===== src/rtl/ckg_pkg.sv =====
// Shared types for the clock output controller.
package ckg_pkg;
    // Function-select decode; the numeric values are the pin encoding.
    typedef enum logic [1:0] {
        FS_HIZ  = 2'b00,
        FS_TEST = 2'b01,
        FS_LO   = 2'b10,
        FS_HI   = 2'b11
    } ckg_mode_e;

    // One level per output group after source selection.
    typedef struct packed {
        logic cpu;
        logic sdram;
        logic hub;
        logic pci;
        logic usb;
        logic refc;
        logic apic;
    } ckg_lvl_t;
endpackage


===== src/rtl/ckg_pd_qual.sv =====
// Power-down qualifier.
// Synchronizes the asynchronous request, then counts rising edges of the
// selected CPU level while the request is low. Asserts pd_act_o after
// QUAL_EDGES edges. Drops it as soon as the synchronized request is high.
// Assumes cpu_lvl is already registered in the clk domain.
module ckg_pd_qual #(
    parameter int QUAL_EDGES = 2
) (
    input  logic clk,
    input  logic rst_n,
    input  logic pd_n_i,
    input  logic cpu_lvl,
    output logic pd_act_o
);
    localparam int CW = $clog2(QUAL_EDGES + 1);

    logic          s1, s2, cpu_d;
    logic [CW-1:0] cnt;
    logic          rise;

    assign rise = cpu_lvl & ~cpu_d;

    // Two-stage synchronizer for the request and a delayed CPU level.
    always_ff @(posedge clk) begin
        if (!rst_n) begin
            s1    <= 1'b1;
            s2    <= 1'b1;
            cpu_d <= 1'b0;
        end else begin
            s1    <= pd_n_i;
            s2    <= s1;
            cpu_d <= cpu_lvl;
        end
    end

    // Edge counter that qualifies and releases power-down.
    always_ff @(posedge clk) begin
        if (!rst_n) begin
            cnt      <= '0;
            pd_act_o <= 1'b0;
        end else if (s2) begin
            cnt      <= '0;
            pd_act_o <= 1'b0;
        end else if (rise && !pd_act_o) begin
            if (cnt == CW'(QUAL_EDGES - 1)) pd_act_o <= 1'b1;
            cnt <= cnt + 1'b1;
        end
    end
endmodule


===== src/rtl/ckg_src_sel.sv =====
// Source selection and test-clock division.
// Registers every source level once. Divides the test clock with a ripple of
// counter bits, derives the half-rate APIC level from PCI rising edges, and
// picks one level per output group from the mode.
// Assumes fs_i is static during operation and that all sources are slower
// than clk/2.
module ckg_src_sel
    import ckg_pkg::*;
#(
    parameter int TDIV_W = 4
) (
    input  logic     clk,
    input  logic     rst_n,
    input  logic [1:0] fs_i,
    input  logic     strap_q,
    input  logic     tclk_i,
    input  logic     cpu66_i,
    input  logic     cpu100_i,
    input  logic     sdram_i,
    input  logic     hub_i,
    input  logic     pci_i,
    input  logic     usb_i,
    input  logic     ref_i,
    output ckg_lvl_t lvl_o
);
    localparam int B_DIV2  = 0;
    localparam int B_DIV4  = 1;
    localparam int B_DIV8  = 2;
    localparam int B_DIV16 = TDIV_W - 1;

    ckg_mode_e         mode;
    logic              cpu_q, sdram_q, hub_q, pci_q, usb_q, ref_q, tclk_q;
    logic              tclk_d, pci_d, apic_t;
    logic [TDIV_W-1:0] tcnt;

    assign mode = ckg_mode_e'(fs_i);

    // Capture each source level once in the clk domain.
    always_ff @(posedge clk) begin
        if (!rst_n) begin
            {cpu_q, sdram_q, hub_q, pci_q, usb_q, ref_q, tclk_q} <= '0;
        end else begin
            cpu_q   <= fs_i[0] ? cpu100_i : cpu66_i;
            sdram_q <= sdram_i;
            hub_q   <= hub_i;
            pci_q   <= pci_i;
            usb_q   <= usb_i;
            ref_q   <= ref_i;
            tclk_q  <= tclk_i;
        end
    end

    // Test-clock divider advanced on each test-clock rising edge.
    always_ff @(posedge clk) begin
        if (!rst_n) begin
            tclk_d <= 1'b0;
            tcnt   <= '0;
        end else begin
            tclk_d <= tclk_q;
            if (tclk_q && !tclk_d) tcnt <= tcnt + 1'b1;
        end
    end

    // Half-rate APIC level toggled on each PCI rising edge.
    always_ff @(posedge clk) begin
        if (!rst_n) begin
            pci_d  <= 1'b0;
            apic_t <= 1'b0;
        end else begin
            pci_d <= pci_q;
            if (pci_q && !pci_d) apic_t <= ~apic_t;
        end
    end

    // Per-group level selection by mode.
    always_comb begin
        lvl_o = '0;
        unique case (mode)
            FS_TEST: begin
                lvl_o.refc  = tclk_q;
                lvl_o.cpu   = tcnt[B_DIV2];
                lvl_o.sdram = tcnt[B_DIV2];
                lvl_o.usb   = tcnt[B_DIV2];
                lvl_o.hub   = tcnt[B_DIV4];
                lvl_o.pci   = tcnt[B_DIV8];
                lvl_o.apic  = tcnt[B_DIV16];
            end
            FS_LO, FS_HI: begin
                lvl_o.refc  = ref_q;
                lvl_o.cpu   = cpu_q;
                lvl_o.sdram = sdram_q;
                lvl_o.usb   = usb_q;
                lvl_o.hub   = hub_q;
                lvl_o.pci   = pci_q;
                lvl_o.apic  = strap_q ? pci_q : apic_t;
            end
            default: lvl_o = '0;
        endcase
    end
endmodule


===== src/rtl/ckg_gate_bank.sv =====
// Bank of glitch-free output gates sharing one source level.
// Each cell latches its run decision (enable and not stopped) only while the
// source is low, so an output never loses or gains a partial high phase.
// Assumes src is a registered level in the clk domain.
module ckg_gate_bank #(
    parameter int N = 1
) (
    input  logic         clk,
    input  logic         rst_n,
    input  logic         src,
    input  logic         stop,
    input  logic [N-1:0] en,
    output logic [N-1:0] clk_o
);
    for (genvar i = 0; i < N; i++) begin : g_cell
        logic run, q;

        // Update the run decision in the low phase and drive the gated level.
        always_ff @(posedge clk) begin
            if (!rst_n) begin
                run <= 1'b0;
                q   <= 1'b0;
            end else begin
                if (!src) run <= en[i] & ~stop;
                q <= src & run;
            end
        end

        assign clk_o[i] = q;
    end
endmodule


===== src/rtl/ckg_out_ctrl.sv =====
// Clock output gating and power-down sequencer (top).
// Captures the APIC rate strap during reset, selects sources by mode, gates
// every output group through glitch-free cells, and sequences power-down.
// Assumes fs_i and the enables change slowly relative to the sources.
module ckg_out_ctrl
    import ckg_pkg::*;
#(
    parameter int N_CPU      = 3,
    parameter int N_SDRAM    = 8,
    parameter int N_HUB      = 2,
    parameter int N_PCI      = 8,
    parameter int N_USB      = 2,
    parameter int N_APIC     = 2,
    parameter int TDIV_W     = 4,
    parameter int QUAL_EDGES = 2
) (
    input  logic               clk,
    input  logic               rst_n,
    input  logic [1:0]         fs_i,
    input  logic               pd_n_i,
    input  logic               strap_apic_i,
    input  logic               tclk_i,
    input  logic               cpu66_i,
    input  logic               cpu100_i,
    input  logic               sdram_i,
    input  logic               hub_i,
    input  logic               pci_i,
    input  logic               usb_i,
    input  logic               ref_i,
    input  logic [N_USB:0]     en_misc_i,
    input  logic [N_SDRAM-1:0] en_sdram_i,
    input  logic [N_PCI-1:0]   en_pci_i,
    output logic [N_CPU-1:0]   cpu_o,
    output logic [N_SDRAM-1:0] sdram_o,
    output logic               sdram_free_o,
    output logic [N_HUB-1:0]   hub_o,
    output logic [N_PCI-1:0]   pci_o,
    output logic [N_USB-1:0]   usb_o,
    output logic               ref_o,
    output logic [N_APIC-1:0]  apic_o,
    output logic               oe_o,
    output logic               osc_en_o,
    output logic               vco_en_o
);
    localparam int CPU_GATED = N_CPU - 1;

    ckg_lvl_t         lvl;
    logic             strap_q, pd_act;
    logic [N_CPU-1:0] cpu_en;
    logic [N_PCI-1:0] pci_en;

    // Strap follows its pin during reset and is frozen afterwards.
    always_ff @(posedge clk) begin
        if (!rst_n) strap_q <= strap_apic_i;
    end

    // Output driver enable from the tristate mode decode.
    always_ff @(posedge clk) begin
        if (!rst_n) oe_o <= 1'b0;
        else        oe_o <= (ckg_mode_e'(fs_i) != FS_HIZ);
    end

    // Enable vectors for groups with fixed always-on members.
    always_comb begin
        cpu_en            = '1;
        cpu_en[CPU_GATED] = en_misc_i[0];
        pci_en            = en_pci_i;
        pci_en[0]         = 1'b1;
    end

    assign osc_en_o = ~pd_act;
    assign vco_en_o = ~pd_act;

    ckg_src_sel #(.TDIV_W(TDIV_W)) u_sel (
        .clk(clk), .rst_n(rst_n), .fs_i(fs_i), .strap_q(strap_q),
        .tclk_i(tclk_i), .cpu66_i(cpu66_i), .cpu100_i(cpu100_i),
        .sdram_i(sdram_i), .hub_i(hub_i), .pci_i(pci_i), .usb_i(usb_i),
        .ref_i(ref_i), .lvl_o(lvl)
    );

    ckg_pd_qual #(.QUAL_EDGES(QUAL_EDGES)) u_pd (
        .clk(clk), .rst_n(rst_n), .pd_n_i(pd_n_i), .cpu_lvl(lvl.cpu),
        .pd_act_o(pd_act)
    );

    ckg_gate_bank #(.N(N_CPU)) u_cpu (
        .clk(clk), .rst_n(rst_n), .src(lvl.cpu), .stop(pd_act),
        .en(cpu_en), .clk_o(cpu_o)
    );
    ckg_gate_bank #(.N(N_SDRAM)) u_sdram (
        .clk(clk), .rst_n(rst_n), .src(lvl.sdram), .stop(pd_act),
        .en(en_sdram_i), .clk_o(sdram_o)
    );
    ckg_gate_bank #(.N(1)) u_sdram_free (
        .clk(clk), .rst_n(rst_n), .src(lvl.sdram), .stop(pd_act),
        .en(1'b1), .clk_o(sdram_free_o)
    );
    ckg_gate_bank #(.N(N_HUB)) u_hub (
        .clk(clk), .rst_n(rst_n), .src(lvl.hub), .stop(pd_act),
        .en({N_HUB{1'b1}}), .clk_o(hub_o)
    );
    ckg_gate_bank #(.N(N_PCI)) u_pci (
        .clk(clk), .rst_n(rst_n), .src(lvl.pci), .stop(pd_act),
        .en(pci_en), .clk_o(pci_o)
    );
    ckg_gate_bank #(.N(N_USB)) u_usb (
        .clk(clk), .rst_n(rst_n), .src(lvl.usb), .stop(pd_act),
        .en(en_misc_i[N_USB:1]), .clk_o(usb_o)
    );
    ckg_gate_bank #(.N(1)) u_ref (
        .clk(clk), .rst_n(rst_n), .src(lvl.refc), .stop(pd_act),
        .en(1'b1), .clk_o(ref_o)
    );
    ckg_gate_bank #(.N(N_APIC)) u_apic (
        .clk(clk), .rst_n(rst_n), .src(lvl.apic), .stop(pd_act),
        .en({N_APIC{1'b1}}), .clk_o(apic_o)
    );
endmodule


===== config.mk =====
export PLATFORM = sky130hd
export DESIGN_NAME = ckg_out_ctrl
export DESIGN_NICKNAME = d
export VERILOG_FILES = /design/src/rtl/ckg_pkg.sv /design/src/rtl/ckg_pd_qual.sv /design/src/rtl/ckg_src_sel.sv /design/src/rtl/ckg_gate_bank.sv /design/src/rtl/ckg_out_ctrl.sv
export SDC_FILE = /design/constraint.sdc
export NUM_CORES = 1
export LEC_CHECK = 0
export CORE_MARGIN = 2
export CORE_UTILIZATION = 50
export CTS_CLUSTER_DIAMETER = 200
export DETAILED_ROUTE_END_ITERATION = 10
export DONT_BUFFER_PORTS = 1
export PLACE_DENSITY_LB_ADDON = 0.1
export SYNTH_ARGS = -nofsm -noshare
export SYNTH_HDL_FRONTEND = slang
export SYNTH_HIERARCHICAL = 1
export SYNTH_SLANG_ARGS = --single-unit

===== constraint.sdc =====
create_clock -name clk -period 2.7 [get_ports clk]
set_input_delay 0.27 -clock clk [delete_from_list [all_inputs] [get_ports clk]]
set_output_delay 0.27 -clock clk [all_outputs]
set_load 0.02 [all_outputs]

==> results.cfg <==
[place]
portBuffers = 0
place_congestion = 0.677
dpl.cell_count = 302
place_ws_ps = 1230
hpwl_um = 2450

[yosys]
ys_seq_area_share_pct = 55.5
ys_types = 36
syn_inst = 253
yosys_warnings = 6
synthTopCellsByArea = dfxtp_1 54%, buf_4 7.1%, and3_2 5.2%
ys_ff_latch = 76
postSynthAreaPerCell_um2 = 10.9
synth_area_um2 = 2760
post-synth-top-area-cell = dfxtp_1
synth_top_area_share_pct = 54.4

[sta]
fmaxAchievable_mhz = 676
holdWs_ps = 27.6
finalSetupTns_ps = 0
finClkSkew_ps = 9.92
finalCritPeriodShare_pct = 54.8
setup_viol = 0
min_period_ps = 1480
rsz0062_at_grt = no
drv_slew = 0
hold_viol_final = 0
layout_setup_ws_ps = 1220

[worst_setup_path]
critPathLaunch = u_pd/pd_act_o
start_kind = flip-flop
arrival_ps = 1210
critPathSlowestCell = dfxtp_1
cp_max_fo = 12
rrSetupSlack_ps = 1280
path_buf_inv = 1
crit_chain = inv_1
max_stage_delay_ps = 580
crit_cells = 1
worstSetupPathType = reg2out
cp-endpoint = vco_en_o
worstPathRequired_ps = 2430
r2r-start = u_sel/tcnt[0]
end_kind = primary output
cp_top_family = flip-flops
r2r_cells = 4
r2r-end = u_pd/cnt[1]

[routing]
firstDrtPassIters = 4
drtIter0Drc = 49
via_per_inst = 4.76
wirelength_um = 3970
num_vias = 1518
drc = 0
ant_nets = 0
drt-wirelength-per-cell_um = 12.4

[hold_path]
hp-class = in2reg

[run_status]
status = finished, final reports clean

[clock_network]
cts_made_buffers = 9
cts.path.max_buffers = 2
cts.clk_slew.worst_paths_ps = 80
h-tree-depth = 3
clk_latency_ps = 330
cts_root_buffer = clkbuf_8
ctsResizeCount = 0
cts_sinks = 76
cts_tree = done

[final_layout]
final_cell_mix = 75 x dfxtp_1, 33 x nand2_1, 19 x and3_2, 19 x o21bai_1
area_delta_synth_final_pct = 4.13
final_cells = 319
final_common_cell = dfxtp_1
fillCellCount = 495
nets = 277
diodes = 0
layout-drive-gt1-share_pct = 19.4

[global_route]
gr-total-overflow = 0
grtUsageTotal_pct = 14.3
grt_pass1_vias = 1389
antenna_found_initial = 0
grt_pass1_wl_um = 6680
grt_max_degree = 77

[floorplanning]
rows = 27
core_um2 = 5410
dieArea_um2 = 6130
boundaryPins = 63
dieHeight_um = 78.3
dieWidth_um = 78.3
start_util_pct = 51.0

[run]
drv_cap = 0

[power]
seqPwrFrac_pct = 53.8
swShare_pct = 20.6
clkPwrFrac_pct = 42.5
p_int_mw = 1.76
pwr-share-comb_pct = 3.6
p_per_area_nw_per_um2 = 772
peakVddDrop_mv = 0.410
power.leakage_nw = 1.24
netSwitchingPower_mw = 0.456
timing repair:
action	CTS	global route
hold buffers	1	0
setup buffers	0	0
endpoints found under the setup margin	0	0
hold endpoints to repair	2	0
sequential cells by signal, indices dropped and copies added, names as in the netlist, 2 cells and up:
register / count
u_usb/g_cell.q: 2
u_hub/g_cell.run: 2
u_pci/g_cell.run: 8
u_cpu/g_cell.q: 3
u_hub/g_cell.q: 2
u_sdram/g_cell.q: 8
u_apic/g_cell.q: 2
u_apic/g_cell.run: 2
u_cpu/g_cell.run: 3
u_pd/cnt: 2
u_sdram/g_cell.run: 8
u_usb/g_cell.run: 2
u_pci/g_cell.q: 8
u_sel/tcnt: 4
power groups by stage:
stage	logic, mW	registers [mW]	clock network [mW]
after floorplan	0.0924	1.21	0
after global placement	0.0794	1.22	0
after detailed placement	0.0800	1.22	0
after CTS	0.0820	1.19	0.975
after global routing	0.0949	1.20	1.02
final	0.0809	1.19	0.943
metrics by stage:
stage / utilization [%] / power [mW] / area [um^2]
after global placement: 48.8 / 1.30 / 2640
after detailed placement: 48.8 / 1.30 / 2640
after CTS: 53.1 / 2.25 / 2870
after floorplan: - / 1.30 / 2790
after global routing: 53.1 / 2.32 / 2870
final: 53.1 / 2.22 / 2870
cells in the mapped netlist:
library cell and number:
and3_4 6, buf_4 26, conb_1 1, nand4_1 1
o21a_1 1, dfxtp_1 75, a21oi_1 1, inv_1 4
clkbuf_1 1, edfxtp_1 1, o21bai_1 19, xor2_1 1
nor2_1 3, and4bb_1 3, xnor2_1 2, a31o_1 6
buf_2 1, mux2_2 1, and2b_2 1, or2_1 5
or3b_1 1, nand2_1 33, o21ai_0 3, and2_1 10
ha_1 2, and3_2 19, a211oi_2 1, and3_1 2
or3b_4 1, mux2i_1 4, nand2b_1 5, nand3b_1 3
nor2b_1 3, buf_6 4, and2_2 2, a22o_1 1
logic make-up (layout without fill, tap and decap cells):
group / Yosys count / in the layout / synth area share [%]
AO/OA/AOI/OAI: 32 / 32 / 8.85
buffers and inverters: 36 / 22 / 9.57
multiplexers: 5 / 5 / 1.86
adder cells (fa/ha/maj): 2 / 2 / 0.907
other: 1 / 9 / 0.136
AND/OR/NAND/NOR: 98 / 98 / 22.2
XOR/XNOR: 3 / 3 / 0.953
flip-flops: 76 / 76 / 55.5
how the worst min path moves through the flow:
stage,startpoint,to,cells after the start
6_report,strap_apic_i,strap_q,0
5_1_grt,strap_apic_i,strap_q,0
4_1_cts,strap_apic_i,strap_q,0
3_5_place_dp,rst_n,u_pd/s1,1
3_3_place_gp,rst_n,u_pd/s2,1
2_1_floorplan,rst_n,u_pd/s1,1
worst register-to-register path: stages, from the launching register on:
cell,delay [ps]
dfxtp_1,400
nand2_1,120
nand2_1,200
or3b_4,430
a211oi_2,200
area by class of cell:
type	count	area, um^2	area share, %
Tap cell	72	90.1	3.14
Multi-Input combinational cell	149	992	34.6
Inverter	4	15.0	0.523
Clock buffer	10	138	4.79
Sequential cell	76	1530	53.3
Clock inverter	6	87.6	3.05
Timing Repair Buffer	2	17.5	0.610
metal layers:
metal	vias to the layer above	global-route usage, %	share of wire [%]
met1	674	19.0	50
li1	792	-	-
met3	9	4.48	5.2
met4	0	8.95	2.3
met2	43	20.2	43
met5	-	0	0
(Power assumes the default switching activity.)
